`config.mk`:
```
export PLATFORM = sky130hd
export DESIGN_NAME = serial_mp_uart
export DESIGN_NICKNAME = d
export VERILOG_FILES = /design/src/rtl/serial_mp_uart_pkg.sv /design/src/rtl/smu_baud.sv /design/src/rtl/smu_tx.sv /design/src/rtl/smu_rx.sv /design/src/rtl/serial_mp_uart.sv
export SDC_FILE = /design/constraint.sdc
export NUM_CORES = 1
export LEC_CHECK = 0
export BUFFER_PORTS_ARGS = -buffer_cell sky130_fd_sc_hd__buf_4
export CAP_MARGIN = 0
export CORE_UTILIZATION = 45
export CTS_CLUSTER_SIZE = 12
export DETAILED_ROUTE_END_ITERATION = 12
export GPL_TIMING_DRIVEN = 0
export PLACE_DENSITY = 0.64
export SYNTH_ARGS = -nofsm -noshare
export SYNTH_HDL_FRONTEND = slang
export SYNTH_HIERARCHICAL = 1
export SYNTH_SLANG_ARGS = --single-unit
export TNS_END_PERCENT = 100
```
`constraint.sdc`:
```
create_clock -name clk -period 5.8 [get_ports clk]
set_input_delay 0.29 -clock clk [delete_from_list [all_inputs] [get_ports clk]]
set_output_delay 0.29 -clock clk [all_outputs]
set_load 0.1 [all_outputs]
```
`src/rtl/serial_mp_uart_pkg.sv`:
```
package serial_mp_uart_pkg;
  typedef enum logic [2:0] {
    PH_IDLE,
    PH_START,
    PH_DATA,
    PH_PAR,
    PH_STOP
  } phase_e;

  localparam int CHAR_W = 9;
  localparam int CNT_W  = 4;
endpackage

```
`src/rtl/smu_baud.sv`:
```
module smu_baud #(
  parameter int DIV_W = 12
) (
  input  logic             clk,
  input  logic             rst_n,
  input  logic [DIV_W-1:0] div,
  output logic             tick
);
  logic [DIV_W-1:0] cnt_q, cnt_d;

  always_comb begin
    if (cnt_q == '0) cnt_d = div;
    else             cnt_d = cnt_q - 1'b1;
  end

  always_ff @(posedge clk or negedge rst_n) begin
    if (!rst_n) cnt_q <= '0;
    else        cnt_q <= cnt_d;
  end

  assign tick = (cnt_q == '0);

  // with a nonzero divisor no two ticks are adjacent
  a_r3_tick_spacing: assert property (@(posedge clk) disable iff (!rst_n)
    (tick && div != '0) |=> !tick);
endmodule

```
`src/rtl/smu_tx.sv`:
```
module smu_tx
  import serial_mp_uart_pkg::*;
(
  input  logic              clk,
  input  logic              rst_n,
  input  logic              tick,
  input  logic              dbl,
  input  logic              txen,
  input  logic [3:0]        nbits,
  input  logic              par_en,
  input  logic              par_odd,
  input  logic              wr,
  input  logic [CHAR_W-1:0] wdata,
  output logic              txd,
  output logic              dre,
  output logic              txc_set
);
  phase_e            st_q, st_d;
  logic [CNT_W-1:0]  cnt_q, cnt_d;
  logic [3:0]        idx_q, idx_d;
  logic [CHAR_W-1:0] sh_q, sh_d, buf_q, buf_d;
  logic              full_q, full_d, par_q, par_d, act_q, act_d;
  logic [CNT_W-1:0]  last;

  assign last = dbl ? CNT_W'(7) : CNT_W'(15);

  always_comb begin
    st_d = st_q; cnt_d = cnt_q; idx_d = idx_q; sh_d = sh_q;
    buf_d = buf_q; full_d = full_q; par_d = par_q; txc_set = 1'b0;
    act_d = txen | (act_q & ((st_q != PH_IDLE) | full_q));
    if (wr && !full_q) begin
      buf_d  = wdata;
      full_d = 1'b1;
    end
    if (st_q == PH_IDLE) begin
      if (act_q && full_q) begin
        sh_d = buf_q; full_d = 1'b0; st_d = PH_START;
        cnt_d = '0; par_d = 1'b0; idx_d = '0;
      end
    end else if (tick) begin
      cnt_d = cnt_q + 1'b1;
      if (cnt_q == last) begin
        cnt_d = '0;
        case (st_q)
          PH_START: st_d = PH_DATA;
          PH_DATA: begin
            par_d = par_q ^ sh_q[0];
            sh_d  = sh_q >> 1;
            idx_d = idx_q + 1'b1;
            if (idx_q == nbits - 1'b1) st_d = par_en ? PH_PAR : PH_STOP;
          end
          PH_PAR: st_d = PH_STOP;
          default: begin
            st_d = PH_IDLE;
            if (!full_q) txc_set = 1'b1;
          end
        endcase
      end
    end
  end

  always_ff @(posedge clk or negedge rst_n) begin
    if (!rst_n) begin
      st_q <= PH_IDLE; cnt_q <= '0; idx_q <= '0; sh_q <= '0;
      buf_q <= '0; full_q <= 1'b0; par_q <= 1'b0; act_q <= 1'b0;
    end else begin
      st_q <= st_d; cnt_q <= cnt_d; idx_q <= idx_d; sh_q <= sh_d;
      buf_q <= buf_d; full_q <= full_d; par_q <= par_d; act_q <= act_d;
    end
  end

  logic line;
  always_comb begin
    case (st_q)
      PH_START: line = 1'b0;
      PH_DATA:  line = sh_q[0];
      PH_PAR:   line = par_q ^ par_odd;
      default:  line = 1'b1;
    endcase
  end

  assign txd = act_q ? line : 1'b1;
  assign dre = !full_q;

  // an accepted write fills the buffer
  a_r9_write_fills: assert property (@(posedge clk) disable iff (!rst_n)
    (wr && dre) |=> !dre);
  // the transmitter stays active while a frame is under way
  a_r10_defer: assert property (@(posedge clk) disable iff (!rst_n)
    (act_q && st_q != PH_IDLE) |=> act_q);
  // the line is idle once the transmitter is off
  a_r10_idle_line: assert property (@(posedge clk) disable iff (!rst_n)
    (!act_q && !txen) |=> txd);
endmodule

```
`src/rtl/smu_rx.sv`:
```
module smu_rx
  import serial_mp_uart_pkg::*;
(
  input  logic              clk,
  input  logic              rst_n,
  input  logic              tick,
  input  logic              dbl,
  input  logic              rxen,
  input  logic [3:0]        nbits,
  input  logic              par_en,
  input  logic              par_odd,
  input  logic              mp_en,
  input  logic              rxd,
  input  logic              rd,
  output logic [CHAR_W-1:0] word,
  output logic              rxc,
  output logic              fe,
  output logic              dor,
  output logic              pe
);
  logic s1_q, s2_q;
  phase_e            st_q, st_d;
  logic [CNT_W-1:0]  cnt_q, cnt_d, last, mid;
  logic [3:0]        idx_q, idx_d;
  logic [CHAR_W-1:0] sh_q, sh_d, buf_q, buf_d, frame_word;
  logic [1:0]        ones_q, ones_d, tot;
  logic              par_q, par_d, pbad_q, pbad_d;
  logic              rxc_q, rxc_d, fe_q, fe_d, dor_q, dor_d, pe_q, pe_d;
  logic              done, stop_bit, bitv, addr, accept;

  assign last = dbl ? CNT_W'(7) : CNT_W'(15);
  assign mid  = dbl ? CNT_W'(4) : CNT_W'(8);
  assign tot  = ones_q + {1'b0, s2_q};
  assign bitv = tot[1];

  always_ff @(posedge clk or negedge rst_n) begin
    if (!rst_n) begin
      s1_q <= 1'b1; s2_q <= 1'b1;
    end else begin
      s1_q <= rxd; s2_q <= s1_q;
    end
  end

  always_comb begin
    st_d = st_q; cnt_d = cnt_q; idx_d = idx_q; sh_d = sh_q;
    ones_d = ones_q; par_d = par_q; pbad_d = pbad_q;
    done = 1'b0; stop_bit = 1'b0;
    if (!rxen) begin
      st_d = PH_IDLE;
    end else if (st_q == PH_IDLE) begin
      if (!s2_q) begin
        st_d = PH_START; cnt_d = '0; ones_d = '0;
      end
    end else if (tick) begin
      cnt_d = cnt_q + 1'b1;
      if (cnt_q == mid - 1'b1 || cnt_q == mid) ones_d = tot;
      if (cnt_q == mid + 1'b1) begin
        case (st_q)
          PH_START: if (bitv) st_d = PH_IDLE;
          PH_DATA: begin
            sh_d  = {bitv, sh_q[CHAR_W-1:1]};
            par_d = par_q ^ bitv;
          end
          PH_PAR: pbad_d = ((par_q ^ par_odd) != bitv);
          default: begin
            done = 1'b1; stop_bit = bitv; st_d = PH_IDLE;
          end
        endcase
      end
      if (cnt_q == last) begin
        cnt_d = '0; ones_d = '0;
        case (st_q)
          PH_START: begin
            st_d = PH_DATA; idx_d = '0; par_d = 1'b0; pbad_d = 1'b0;
          end
          PH_DATA: begin
            idx_d = idx_q + 1'b1;
            if (idx_q == nbits - 1'b1) st_d = par_en ? PH_PAR : PH_STOP;
          end
          PH_PAR: st_d = PH_STOP;
          default: st_d = st_q;
        endcase
      end
    end
  end

  assign frame_word = sh_q >> (4'd9 - nbits);
  assign addr   = (nbits == 4'd9) ? frame_word[8] : stop_bit;
  assign accept = done && (!mp_en || addr);

  always_comb begin
    buf_d = buf_q; rxc_d = rxc_q; fe_d = fe_q; dor_d = dor_q; pe_d = pe_q;
    if (!rxen) begin
      buf_d = '0; rxc_d = 1'b0; fe_d = 1'b0; dor_d = 1'b0; pe_d = 1'b0;
    end else begin
      if (rd) begin
        rxc_d = 1'b0; fe_d = 1'b0; dor_d = 1'b0; pe_d = 1'b0;
      end
      if (accept) begin
        if (rxc_q && !rd) begin
          dor_d = 1'b1;
        end else begin
          buf_d = frame_word; rxc_d = 1'b1; fe_d = !stop_bit;
          pe_d  = par_en & pbad_q; dor_d = 1'b0;
        end
      end
    end
  end

  always_ff @(posedge clk or negedge rst_n) begin
    if (!rst_n) begin
      st_q <= PH_IDLE; cnt_q <= '0; idx_q <= '0; sh_q <= '0; ones_q <= '0;
      par_q <= 1'b0; pbad_q <= 1'b0; buf_q <= '0;
      rxc_q <= 1'b0; fe_q <= 1'b0; dor_q <= 1'b0; pe_q <= 1'b0;
    end else begin
      st_q <= st_d; cnt_q <= cnt_d; idx_q <= idx_d; sh_q <= sh_d; ones_q <= ones_d;
      par_q <= par_d; pbad_q <= pbad_d; buf_q <= buf_d;
      rxc_q <= rxc_d; fe_q <= fe_d; dor_q <= dor_d; pe_q <= pe_d;
    end
  end

  assign word = buf_q;
  assign rxc  = rxc_q;
  assign fe   = fe_q;
  assign dor  = dor_q;
  assign pe   = pe_q;

  // an overrun leaves the buffered character in place
  a_r6_keep_on_overrun: assert property (@(posedge clk) disable iff (!rst_n)
    (accept && rxc_q && !rd) |=> ($stable(buf_q) && dor_q));
  // a disabled receiver holds no flags
  a_r8_flush: assert property (@(posedge clk) disable iff (!rst_n)
    !rxen |=> (!rxc_q && !fe_q && !dor_q && !pe_q));
endmodule

```
`src/rtl/serial_mp_uart.sv`:
```
module serial_mp_uart
  import serial_mp_uart_pkg::*;
#(
  parameter int DIV_W = 12
) (
  input  logic             clk,
  input  logic             rst_n,
  input  logic             reg_wr,
  input  logic [7:0]       reg_wdata,
  output logic [7:0]       reg_rdata,
  input  logic             data_wr,
  input  logic [7:0]       data_wdata,
  input  logic             data_rd,
  output logic [7:0]       data_rdata,
  input  logic             tx_ack,
  input  logic [1:0]       char_lo,
  input  logic             par_en,
  input  logic             par_odd,
  input  logic             dbl_speed,
  input  logic             mp_en,
  input  logic             gie,
  input  logic [DIV_W-1:0] baud_div,
  input  logic             rxd,
  output logic             txd,
  output logic             rx_done,
  output logic             tx_done,
  output logic             dre,
  output logic             frm_err,
  output logic             ovr_err,
  output logic             par_err,
  output logic             irq_rx,
  output logic             irq_tx,
  output logic             irq_dre
);
  // hi_q holds control bits 7..2, tx9_q holds bit 0
  logic [5:0] hi_q, hi_d;
  logic       tx9_q, tx9_d, txc_q, txc_d, txc_set, tick;
  logic [3:0] nbits;
  logic [CHAR_W-1:0] rx_word;

  always_comb begin
    hi_d = hi_q; tx9_d = tx9_q;
    if (reg_wr) begin
      hi_d  = reg_wdata[7:2];
      tx9_d = reg_wdata[0];
    end
    txc_d = txc_set | (txc_q & !tx_ack);
  end

  always_ff @(posedge clk or negedge rst_n) begin
    if (!rst_n) begin
      hi_q <= '0; tx9_q <= 1'b0; txc_q <= 1'b0;
    end else begin
      hi_q <= hi_d; tx9_q <= tx9_d; txc_q <= txc_d;
    end
  end

  assign nbits = hi_q[0] ? 4'd9 : (4'd5 + {2'b00, char_lo});

  smu_baud #(.DIV_W(DIV_W)) u_baud (
    .clk(clk), .rst_n(rst_n), .div(baud_div), .tick(tick)
  );

  smu_tx u_tx (
    .clk(clk), .rst_n(rst_n), .tick(tick), .dbl(dbl_speed), .txen(hi_q[1]),
    .nbits(nbits), .par_en(par_en), .par_odd(par_odd), .wr(data_wr),
    .wdata({tx9_q, data_wdata}), .txd(txd), .dre(dre), .txc_set(txc_set)
  );

  smu_rx u_rx (
    .clk(clk), .rst_n(rst_n), .tick(tick), .dbl(dbl_speed), .rxen(hi_q[2]),
    .nbits(nbits), .par_en(par_en), .par_odd(par_odd), .mp_en(mp_en),
    .rxd(rxd), .rd(data_rd), .word(rx_word), .rxc(rx_done), .fe(frm_err),
    .dor(ovr_err), .pe(par_err)
  );

  assign reg_rdata  = {hi_q, rx_word[8], tx9_q};
  assign data_rdata = rx_word[7:0];
  assign tx_done    = txc_q;
  assign irq_rx     = gie & hi_q[5] & rx_done;
  assign irq_tx     = gie & hi_q[4] & txc_q;
  assign irq_dre    = gie & hi_q[3] & dre;

  // bit 1 of the control register cannot be written
  a_r2_bit1_readonly: assert property (@(posedge clk) disable iff (!rst_n)
    (reg_wr && $stable(rx_word[8])) |=> (reg_rdata[1] == $past(rx_word[8])));
  // tx_done is released by tx_ack unless a new frame ends
  a_r9_ack_clears: assert property (@(posedge clk) disable iff (!rst_n)
    (tx_ack && !txc_set) |=> !tx_done);
endmodule

```
==> impl_metrics.csv <==
group,metric,value,unit
global_routing,grt_pass1_wl,18100,um
critical_path,crit_fanout,10,
die,die_w,109,um
power_and_ir_drop,finalPower,1610,uW
sta,fmax,310,MHz
global_routing,grt-ovfl-total,0,
critical_path,worstPathCellList,"nor2b_1 -> buf_2 -> inv_1 -> ha_1 -> buf_2 -> nor3b_1 -> mux2i_1 -> a211o_1 -> o21ai_0 -> mux2_2",
sta,skew,0.00520,ns
detailed_routing,viasPerCell,5.43,
finish,final_cell_mix,"dfrtp_1, buf_4, nand2_1",
sta,min_period_over_period,55.6,%
global_routing,top_usage_layer,"met2",
synth,synth_area,5170,sq um
cts,cts_tree,"done",
power_and_ir_drop,power.leakage,0.00278,uW
global_routing,antenna_found_initial,0,
finish,regArea,2280,sq um
cts,clk-insertion-delay-late,0.35,ns
synth,synth_top_family_by_area,"simple AND/OR/NAND/NOR gates",
run_status,status,"complete, no violations",
global_routing,track_usage,19.6,%
cts,cts_post_setup_buffers_inserted,0,
die,dieArea,11900,sq um
worst_hold_path,min_path_type,"in -> reg",
synth,synth_edf_count,0,
die,fp.coreArea,11000,sq um
synth,post-synth-top-area-cell,"dfrtp_1",
synth,async_flop_share,100,%
synth,synth-seq-cells,91,
detailed_routing,drc,0,
cts,cts.path.max_buffers,2,
sta,tightestPinTransition,1.15,ns
synth,ys_seq_area_share,44.1,%
place,port_buffers,65,
place,place_congestion,0.836,
finish,final_common_cell,"dfrtp_1",
sta,grt_setup_unrepaired,"no",
critical_path,critPathArrivalTime,3.46,ns
global_routing,use_met1,25.5,%
detailed_routing,vias,3910,
cts,clk_pin_slew,0.06,ns
finish,area_growth,18.4,%
critical_path,cp-start-kind,"flip-flop",
synth,synth_top_cell_area_share,43.0,%
finish,drive_above_1_share,25.9,%
detailed_routing,wl,10500,um
finish,multiInputGateArea,2680,sq um
cts,ctsResizeCount,0,
critical_path,cp-end-kind,"flip-flop",
die,ios,68,
detailed_routing,dr.pass1.iters,4,
critical_path,critPathRequiredTime,6.04,ns
synth,synth-compound-area-share,12.5,%
sta,relSlewSlack,23.4,%
sta,setup_viol,0,
synth,ys.flop_type,"dfrtp_1",
synth,synth_warnings,6,
cts,clkSinkCount,91,
detailed_routing,wl_per_cell,14.6,um
sta,hold_viol_final,0,
synth,ys_types,66,
synth,synth_fp_nets,555,
synth,yosys.area_share.simple,16.5,%
global_routing,use_met2,32.0,%
finish,n_fill_cell,1006,
finish,nets,631,
die,die_h,109,um
place,dp_hpwl,7670,um
finish,final_core_util,55.6,%
synth,synth-adder-area-share,3.38,%
global_routing,first_global_vias,3841,
run,maxCapViolations,0,
critical_path,slowest_stage,"dfrtp_1",
finish,stdcell_count,720,
critical_path,cpPeakStageDelay,0.42,ns
power_and_ir_drop,powerDensity,263,nW/um^2
power_and_ir_drop,peakVddDrop,0.186,mV
sta,slew_violations,0,
critical_path,setup.worst_path.class,"reg -> reg",
die,start_util,46.9,%
cts,numCtsBuffers,9,
sta,fin_setup_tns,0,ns
cts,holdBufCountCts,0,
synth,synth.area.top_cells,"dfrtp_1, mux2_2, mux2i_1",
finish,antennaDiodeCount,0,
cts,h-tree-depth,3,
die,placementRows,38,
global_routing,grtUsageMet3,5.14,%
sta,fin_crit,3.23,ns
synth,syn_inst,499,
critical_path,crit_top_cell,"buf_2",
synth,synth-xor-area-share,6.07,%
global_routing,grt_max_degree,92,
detailed_routing,ant_nets,0,
place,dpl.cell_count,704,
finish,final_area,6130,sq um
place,dpl-instance-area,5840,sq um
synth,syn_avg_cell_area,10.4,sq um
cts,cts-root-buf,"clkbuf_16",
detailed_routing,drt_iter0_markers,180,
synth,muxShareOfSynthArea,13.2,%
state kept, by name, indices dropped and copies added, names as in the netlist, 2 cells and up:
register      count
u_rx/cnt_q        4
u_tx/buf_q        9
hi_q              6
u_rx/idx_q        4
u_rx/st_q         3
u_baud/cnt_q     12
u_tx/idx_q        4
u_rx/ones_q       2
u_rx/word         9
u_rx/sh_q         9
u_tx/cnt_q        4
u_tx/st_q         3
u_tx/sh_q         9
worst max-delay path: cells and delay by family, from the launching register on:
kind / cells / cell delay, ns
AOI/OAI and AO/OA: 2 / 0.82
adders and majority gates: 1 / 0.31
buffers and inverters: 3 / 0.59
DFF: 1 / 0.42
muxes: 2 / 0.51
and+or+nand+nor: 2 / 0.46
cells by family after synthesis:
family	after synthesis
multiplexers	61
buffers and inverters	46
XOR/XNOR	35
AND/OR/NAND/NOR	152
AO/OA/AOI/OAI	100
flip-flops	91
adder cells (fa/ha/maj)	14
layer usage:
| layer | share of wire (%) | vias to the layer above |
|---|---|---|
| met5 | 0 | - |
| met4 | 1.2 | 0 |
| met3 | 4.5 | 15 |
| met2 | 46 | 85 |
| met1 | 48 | 1869 |
| li1 | - | 1941 |
report_power, final:
group          total, uW  switching [uW]  internal, uW
logic                294             165           129
registers            754            62.8           691
clock network        564             250           314
total               1610             477          1130
path summary, 6_finish.rpt:
| check | startpoint | cells past startpoint | slack [ns] | to |
|---|---|---|---|---|
| max in group asynchronous | rst_n | 1 | 4.90 | u_tx/sh_q[4] |
| min in group asynchronous | rst_n | 1 | 0.16 | u_rx/fe |
| worst min-delay path | rxd | 1 | 0.05 | u_rx/s1_q |
| worst max-delay path | hi_q[0] | 10 | 2.57 | u_rx/word[5] |
| worst min register to register | u_rx/s1_q | 0 | 0.36 | u_rx/s2_q |
| worst max register to register | hi_q[0] | 10 | 2.57 | u_rx/word[5] |
per-stage QoR:
step           setup slack, ns  hold WS, ns
5_1_grt                   2.33       0.0360
4_1_cts                   2.54       0.0385
6_report                  2.57       0.0487
3_5_place_dp              2.31        0.350
3_3_place_gp              2.34        0.351
2_1_floorplan             2.47     -0.00559
cell usage after synthesis (3+ instances only):
library cell  count
a211oi_1          3
a21oi_1          24
a31oi_1           4
a41oi_1           3
and3_1            4
buf_2             4
buf_6             3
clkbuf_1         11
dfrtp_1          89
ha_1             14
inv_1            24
mux2_2           28
mux2_4            8
mux2i_1          25
nand2_1          38
nand2b_1          5
nand3_1          20
nand3b_1          5
nand4_1           4
nor2_1           32
nor2b_1           5
nor3_1            8
nor3b_1           4
nor4_4            3
o211ai_1          4
o21ai_0          35
o22ai_1           6
or3_1             6
xnor2_1          20
xor2_1           14
area by class of cell:
cell class	count	area share (%)
buffer	22	2.10
clock buffer	11	4.12
clock inverter	5	0.612
inverter	24	1.47
multi-input combinational	362	43.7
sequential	91	37.2
tap	140	2.86
timing repair buffer	65	7.96
(Power assumes the default switching activity.)
